[src/rtl/seqPkg.sv]
package seqPkg;
  localparam int OP_W = 3;

  localparam logic [OP_W-1:0] OP_NOP  = 3'd0;
  localparam logic [OP_W-1:0] OP_RPT  = 3'd1;
  localparam logic [OP_W-1:0] OP_LOOP = 3'd2;
  localparam logic [OP_W-1:0] OP_JUMP = 3'd3;
  localparam logic [OP_W-1:0] OP_EXIT = 3'd4;

  // strobes from control to datapath
  typedef struct packed {
    logic clrAll;
    logic fetch;
    logic pcInc;
    logic pcJump;
    logic rptInc;
    logic rptClr;
    logic push;
    logic decTop;
    logic pop;
  } seqStrobe_t;

  // status from datapath to control
  typedef struct packed {
    logic [OP_W-1:0] op;
    logic            rptLast;
    logic            stackEmpty;
    logic            stackFull;
    logic            topLast;
  } seqStatus_t;
endpackage

[src/rtl/seqDatapath.sv]
module seqDatapath
  import seqPkg::*;
#(
  parameter int VEC_W  = 8,
  parameter int ADDR_W = 6,
  parameter int CNT_W  = 8,
  parameter int DEPTH  = 8,
  localparam int WORD_W = OP_W + CNT_W + VEC_W,
  localparam int SP_W   = $clog2(DEPTH + 1),
  localparam int IDX_W  = $clog2(DEPTH)
) (
  input  logic              clk,
  input  logic              rstN,
  input  logic              memWrEn,
  input  logic [ADDR_W-1:0] memWrAddr,
  input  logic [WORD_W-1:0] memWrData,
  input  seqStrobe_t        strb,
  output seqStatus_t        stat,
  output logic [VEC_W-1:0]  vecOut,
  output logic [SP_W-1:0]   depth
);
  localparam int MEM_D = 2 ** ADDR_W;

  logic [WORD_W-1:0] patMem [MEM_D];
  logic [WORD_W-1:0] instReg;
  logic [ADDR_W-1:0] pc;
  logic [CNT_W-1:0]  rptCnt;
  logic [SP_W-1:0]   sp;
  logic [CNT_W-1:0]  loopCnt [DEPTH];

  logic [OP_W-1:0]   instOp;
  logic [CNT_W-1:0]  instArg;
  logic [CNT_W-1:0]  effArg;
  logic [IDX_W-1:0]  topIdx;
  logic [CNT_W-1:0]  topCnt;
  logic [CNT_W:0]    rptNext;

  // pattern store, written by the loader port
  always_ff @(posedge clk) begin
    if (memWrEn) patMem[memWrAddr] <= memWrData;
  end

  // instruction register
  always_ff @(posedge clk or negedge rstN) begin
    if (!rstN)           instReg <= '0;
    else if (strb.fetch) instReg <= patMem[pc];
  end

  assign instOp  = instReg[WORD_W-1 -: OP_W];
  assign instArg = instReg[VEC_W +: CNT_W];
  assign vecOut  = instReg[VEC_W-1:0];
  assign effArg  = (instArg == '0) ? CNT_W'(1) : instArg;

  // program counter
  always_ff @(posedge clk or negedge rstN) begin
    if (!rstN)            pc <= '0;
    else if (strb.clrAll) pc <= '0;
    else if (strb.pcJump) pc <= instArg[ADDR_W-1:0];
    else if (strb.pcInc)  pc <= pc + ADDR_W'(1);
  end

  // repeat cycle counter
  always_ff @(posedge clk or negedge rstN) begin
    if (!rstN)                          rptCnt <= '0;
    else if (strb.clrAll || strb.rptClr) rptCnt <= '0;
    else if (strb.rptInc)               rptCnt <= rptCnt + CNT_W'(1);
  end

  assign rptNext = {1'b0, rptCnt} + (CNT_W + 1)'(1);

  // loop stack pointer
  always_ff @(posedge clk or negedge rstN) begin
    if (!rstN)            sp <= '0;
    else if (strb.clrAll) sp <= '0;
    else if (strb.push)   sp <= sp + SP_W'(1);
    else if (strb.pop)    sp <= sp - SP_W'(1);
  end

  // one counter register per nesting level
  for (genvar g = 0; g < DEPTH; g++) begin : gLevel
    always_ff @(posedge clk or negedge rstN) begin
      if (!rstN)
        loopCnt[g] <= '0;
      else if (strb.push && sp == SP_W'(g))
        loopCnt[g] <= effArg;
      else if (strb.decTop && sp == SP_W'(g + 1))
        loopCnt[g] <= loopCnt[g] - CNT_W'(1);
    end
  end

  assign topIdx = (sp == '0) ? '0 : IDX_W'(sp - SP_W'(1));
  assign topCnt = loopCnt[topIdx];

  always_comb begin
    stat.op         = instOp;
    stat.rptLast    = rptNext >= {1'b0, effArg};
    stat.stackEmpty = (sp == '0);
    stat.stackFull  = (sp == SP_W'(DEPTH));
    stat.topLast    = (topCnt <= CNT_W'(1));
  end

  assign depth = sp;
endmodule

[src/rtl/seqControl.sv]
module seqControl
  import seqPkg::*;
(
  input  logic       clk,
  input  logic       rstN,
  input  logic       start,
  input  seqStatus_t stat,
  output seqStrobe_t strb,
  output logic       outValid,
  output logic       done,
  output logic       errFlag
);
  typedef enum logic [2:0] {
    S_IDLE,
    S_FETCH,
    S_EXEC,
    S_DONE,
    S_HALT
  } seqState_e;

  seqState_e state, stateNext;

  always_ff @(posedge clk or negedge rstN) begin
    if (!rstN) state <= S_IDLE;
    else       state <= stateNext;
  end

  always_comb begin
    strb      = '0;
    outValid  = 1'b0;
    stateNext = state;
    unique case (state)
      S_IDLE, S_DONE, S_HALT: begin
        if (start) begin
          strb.clrAll = 1'b1;
          stateNext   = S_FETCH;
        end
      end
      S_FETCH: begin
        strb.fetch = 1'b1;
        stateNext  = S_EXEC;
      end
      S_EXEC: begin
        unique case (stat.op)
          OP_RPT: begin
            outValid = 1'b1;
            if (stat.rptLast) begin
              strb.rptClr = 1'b1;
              strb.pcInc  = 1'b1;
              stateNext   = S_FETCH;
            end else begin
              strb.rptInc = 1'b1;
            end
          end
          OP_LOOP: begin
            if (stat.stackFull) begin
              stateNext = S_HALT;
            end else begin
              outValid   = 1'b1;
              strb.push  = 1'b1;
              strb.pcInc = 1'b1;
              stateNext  = S_FETCH;
            end
          end
          OP_JUMP: begin
            if (stat.stackEmpty) begin
              stateNext = S_HALT;
            end else begin
              outValid = 1'b1;
              if (stat.topLast) begin
                strb.pop   = 1'b1;
                strb.pcInc = 1'b1;
              end else begin
                strb.decTop = 1'b1;
                strb.pcJump = 1'b1;
              end
              stateNext = S_FETCH;
            end
          end
          OP_EXIT: begin
            outValid  = 1'b1;
            stateNext = S_DONE;
          end
          default: begin
            outValid   = 1'b1;
            strb.pcInc = 1'b1;
            stateNext  = S_FETCH;
          end
        endcase
      end
      default: stateNext = S_IDLE;
    endcase
  end

  assign done    = (state == S_DONE);
  assign errFlag = (state == S_HALT);
endmodule

[src/rtl/vecLoopSequencer.sv]
module vecLoopSequencer
  import seqPkg::*;
#(
  parameter int VEC_W  = 8,
  parameter int ADDR_W = 6,
  parameter int CNT_W  = 8,
  parameter int DEPTH  = 8,
  localparam int WORD_W = OP_W + CNT_W + VEC_W,
  localparam int SP_W   = $clog2(DEPTH + 1)
) (
  input  logic              clk,
  input  logic              rstN,
  input  logic              start,
  input  logic              memWrEn,
  input  logic [ADDR_W-1:0] memWrAddr,
  input  logic [WORD_W-1:0] memWrData,
  output logic [VEC_W-1:0]  outVec,
  output logic              outValid,
  output logic              done,
  output logic              errFlag
);
  seqStrobe_t      strb;
  seqStatus_t      stat;
  logic [SP_W-1:0] depth;

  seqControl uCtrl (
    .clk      (clk),
    .rstN     (rstN),
    .start    (start),
    .stat     (stat),
    .strb     (strb),
    .outValid (outValid),
    .done     (done),
    .errFlag  (errFlag)
  );

  seqDatapath #(
    .VEC_W  (VEC_W),
    .ADDR_W (ADDR_W),
    .CNT_W  (CNT_W),
    .DEPTH  (DEPTH)
  ) uData (
    .clk       (clk),
    .rstN      (rstN),
    .memWrEn   (memWrEn),
    .memWrAddr (memWrAddr),
    .memWrData (memWrData),
    .strb      (strb),
    .stat      (stat),
    .vecOut    (outVec),
    .depth     (depth)
  );
endmodule

[config.mk]
export PLATFORM = sky130hd
export DESIGN_NAME = vecLoopSequencer
export DESIGN_NICKNAME = d
export VERILOG_FILES = /design/src/rtl/seqPkg.sv /design/src/rtl/seqDatapath.sv /design/src/rtl/seqControl.sv /design/src/rtl/vecLoopSequencer.sv
export SDC_FILE = /design/constraint.sdc
export NUM_CORES = 2
export LEC_CHECK = 0
export BUFFER_PORTS_ARGS = -buffer_cell sky130_fd_sc_hd__buf_2
export CAP_MARGIN = 5
export CORE_ASPECT_RATIO = 1.2
export CORE_MARGIN = 3
export CORE_UTILIZATION = 55
export DETAILED_ROUTE_END_ITERATION = 12
export GPL_ROUTABILITY_DRIVEN = 0
export GPL_TIMING_DRIVEN = 0
export PLACE_DENSITY = 0.71
export SYNTH_ARGS = -nofsm -noshare
export SYNTH_HDL_FRONTEND = slang
export SYNTH_SLANG_ARGS = --single-unit
[constraint.sdc]
create_clock -name clk -period 3.57 [get_ports clk]
set_input_delay 0.714 -clock clk [delete_from_list [all_inputs] [get_ports clk]]
set_output_delay 0.714 -clock clk [all_outputs]
set_load 0.05 [all_outputs]
==> summary.md <==
| Metric | Value |
|---|---|
| Critical path class | `reg2reg` |
| Complex-gate fraction of the synthesized area | `2.65%` |
| Final period util | `99.3%` |
| CP peak stage delay | `about 800 ps` |
| Startpoint types | `register` |
| Clk_skew | `between 15 and 20 ps` |
| Psw | `approximately 13 mW` |
| LEAKAGE | `around 20 nW` |
| Initial antenna violation count | `9` |
| R2r worst-path depth | `7` |
| Critical path arrival | `4150 ps` |
| CTS HTree Levels | `3` |
| Gr ovfl total | `0` |
| Clk_lat worst skew | `roughly 690 ps` |
| Post-Syn Nets | `roughly 2600` |
| Combinational Power Share | `~28%` |
| GRT Total Usage | `a little over a quarter` |
| Min Tclk post-route | `3550 ps` |
| Sequential share of power | `between 40 and 50%` |
| Drt wl/cell | `31.4 um` |
| CP endpoint kind | `register` |
| Final setup fails | `0` |
| Power Internal | `slightly below 30 mW` |
| FF-to-FF End | `uData.instReg[12]` |
| F_max | `approximately 280 MHz` |
| Initial Util | `a little under three fifths` |
| DP HPWL | `roughly 90 mm` |
| MaxCap Viol Count | `0` |
| Core Util, Final | `63.7%` |
| Reg2reg start | `uData.pc[3]` |
| Least-Margin Pin Slew | `around 1300 ps` |
| DRT Wirelength | `~130 mm` |
| Post-synthesis sequential area ratio | `between 70% and 80%` |
| Cells after synthesis | `2593` |
| Row count | `between 100 and 150` |
| Minimum hold slack | `between 60 and 70 ps` |
| Multi-input logic area | `between 0.01 and 0.015 mm2` |
| Max rail drop VDD | `~470 uV` |
| Post-Synth Simple-Gate Area | `3.73%` |
| Layout Nets | `approximately 2900` |
| Synthesized flop and latch total | `~1300` |
| Largest family of logic cells by synthesized area | `multiplexers` |
| Buffers on Ports | `33` |
| Clock root cell | `clkbuf_16` |
| Netlist area before placement | `~0.053 mm2` |
| CP cell instances | `clkbuf_1 -> clkbuf_2 -> clkdlybuf4s15_1 -> mux2i_1 -> a22oi_1 -> o211ai_1 -> o221ai_1` |
| Hold Path Class | `in2async` |
| Power Total | `around 42 mW` |
| Filler cells | `6158` |
| DR vias | `27400` |
| Outcome | `finished, final reports clean` |
| Post-Synth XOR/XNOR Area | `less than 1%` |
| Slew Limit Fails | `0` |
| Fin worst setup slack | `~25 ps` |
| Reg2reg setup slack | `about 25 ps` |
| Iter 0 DRT Violations | `about 3300` |
| Power Density | `roughly 700 mW/mm2` |
| Synthesized area per cell | `around 20 um2` |
| Primary FF master, synth | `edfxtp_1` |
| Worst Path Max Fanout | `10` |
| Die area | `~0.10 mm2` |
| Clock buffer depth | `3` |
| Vias per cell | `6.55` |
| Clock-pin transition on the worst setup and hold timing paths | `60 ps` |
| Mux cell area share after synthesis | `16.6%` |
| Post-Synth Adder-Cell Area | `less than 1%` |
| Pre-CTS setup slack | `-1140 ps` |
| Clock Sinks | `~1300` |
| Post-synth top area share | `just under 70%` |
| Core Area | `between 0.09 and 0.1 mm2` |
| Area Overhead vs Synth | `14.1%` |
| Fraction of layout cells with a size suffix above 1 | `about 28%` |
| CTS buffer count | `between 100 and 150` |
| Clock power frac | `between 20% and 30%` |
| Largest net degree at the start of global routing | `65` |
| Ports | `40` |
| Number of synthesized flops with an enable pin | `about 1200` |
| Post-synth ARST share | `7.88%` |
| Net switching fraction of the power | `30.4%` |
| Post-route ant nets | `0` |
| First-pass GRT wire length | `between 150 and 200 mm` |
| Ys Warns | `0` |
| FF+latch area | `roughly 0.04 mm2` |
| Slew margin rel. | `between 10 and 15%` |
| Synth area leaders | `edfxtp_1, mux4_2, dfrtp_1, mux2i_1, nor2_1` |
| CP max stage cell | `clkdlybuf4s15_1` |
| Sum Neg Setup Slack | `0 ps` |
| Worst EP required | `between 4000 and 5000 ps` |
| 1st-pass router iterations | `5` |
| Worst path buffer plus inverter count | `3` |
| Die height | `345 um` |
| Fin. Hold Viols | `0` |
| Top delay family on crit path | `buffers and inverters` |
| DRC | `0` |
| Number of global-route vias before repair | `roughly 28000` |
| Biggest area consumer among synthesized cells | `edfxtp_1` |
| Netlist cell types | `between 60 and 70` |
| Die Wd | `a little under 300 um` |
| CTS tree | `done` |
==> state kept, by name (all words and copies together), names as in the netlist <==
| signal | flops |
|---|---|
| uData.instReg | 19 |
| uData.depth | 4 |
| uData.rptCnt | 8 |
| uCtrl.state | 3 |
| uData.patMem | 1216 |
| uData.loopCnt | 64 |
| uData.pc | 6 |
==> final cells by class <==
class / instances / area share, %
clock inverter: 82 / 1.12
inverter: 42 / 0.262
buffer: 145 / 1.29
timing repair buffer: 113 / 2.79
multi-input combinational: 1079 / 21.7
antenna: 6 / 0.0250
sequential: 1320 / 65.1
clock buffer: 142 / 5.17
tap: 1250 / 2.60
==> cell usage after synthesis (20+ instances only) <==
master and count:
a21oi_1 24, a22oi_1 22, buf_1 30, buf_2 20, clkbuf_1 94, dfrtp_1 104
edfxtp_1 1216, ha_1 23, inv_1 42, mux2i_1 59, mux4_2 361, nand2_1 82
nand3_1 26, nand4_1 27, nor2_1 130, nor3_1 23, o211ai_1 31, o21ai_0 34
xor2_1 35
==> power groups by stage <==
stage               clock (mW)  sequential [mW]  combinational [mW]
floorplan                    0             17.8                7.31
global placement             0             17.9                11.1
detailed placement           0             18.0                11.4
CTS                       12.6             17.8                11.5
global route              13.2             17.9                12.0
finish                    12.4             17.8                11.5
==> worst max-delay path by stage <==
stage / start / to / slack (ps) / depth (start not counted)
3_5_place_dp: uData.pc[1] / uData.instReg[17] / -1140 / 9
4_1_cts: uData.instReg[15] / uData.pc[0] / 0.4 / 11
2_1_floorplan: uData.depth[0] / uData.loopCnt[55] / 420 / 12
3_3_place_gp: memWrEn / uData.patMem[42][5] / -1030 / 3
5_1_grt: uData.pc[0] / uData.instReg[5] / -8 / 7
6_report: uData.pc[3] / uData.instReg[12] / 20 / 7
==> through the flow <==
stage,instances,instance area (um2)
2_1_floorplan,2593,52700
3_3_place_gp,3876,54400
3_5_place_dp,3945,55900
4_1_cts,4167,60000
5_1_grt,4174,60100
6_report,4179,60100
==> cells in the final DEF (no fill, tap or decap), types with 28 or more instances in the layout <==
| cell | instances |
|---|---|
| buf_16 | 28 |
| buf_2 | 46 |
| buf_4 | 30 |
| buf_8 | 35 |
| clkbuf_1 | 77 |
| clkbuf_16 | 121 |
| clkbuf_2 | 33 |
| clkinv_1 | 29 |
| clkinv_2 | 30 |
| dfrtp_1 | 103 |
| edfxtp_1 | 1216 |
| inv_1 | 41 |
| mux2i_1 | 55 |
| mux4_2 | 361 |
| nand2_1 | 82 |
| nor2_1 | 69 |
| nor2_2 | 61 |
| o211ai_1 | 31 |
| o21ai_0 | 34 |
| xor2_1 | 35 |
==> repair_timing <==
item / 4_1_cts / 5_1_grt
hold buffers: 0 / 0
setup endpoints to repair: 100 / 62
endpoints found under the hold margin: 0 / 0
gates resized for setup: 107 / 30
setup buffers: 3 / 3
pin swaps: 1 / 1
==> metal layers <==
metal / vias up / global-route usage (%) / wire length, um
met5: - / 0 / 19
met2: 1375 / 43.2 / 65000
met3: 309 / 4.62 / 10900
met1: 14500 / 36.1 / 48300
met4: 6 / 12.3 / 6890
li1: 11200 / - / -
==> kinds of logic after synthesis <==
| family | after synthesis |
|---|---|
| flip-flops | 1320 |
| multiplexers | 422 |
| AND/OR/NAND/NOR | 396 |
| AO/OA/AOI/OAI | 194 |
| buffers and inverters | 194 |
| XOR/XNOR | 44 |
| adder cells (fa/ha/maj) | 23 |
No activity file was read; power rests on OpenSTA's default activity.
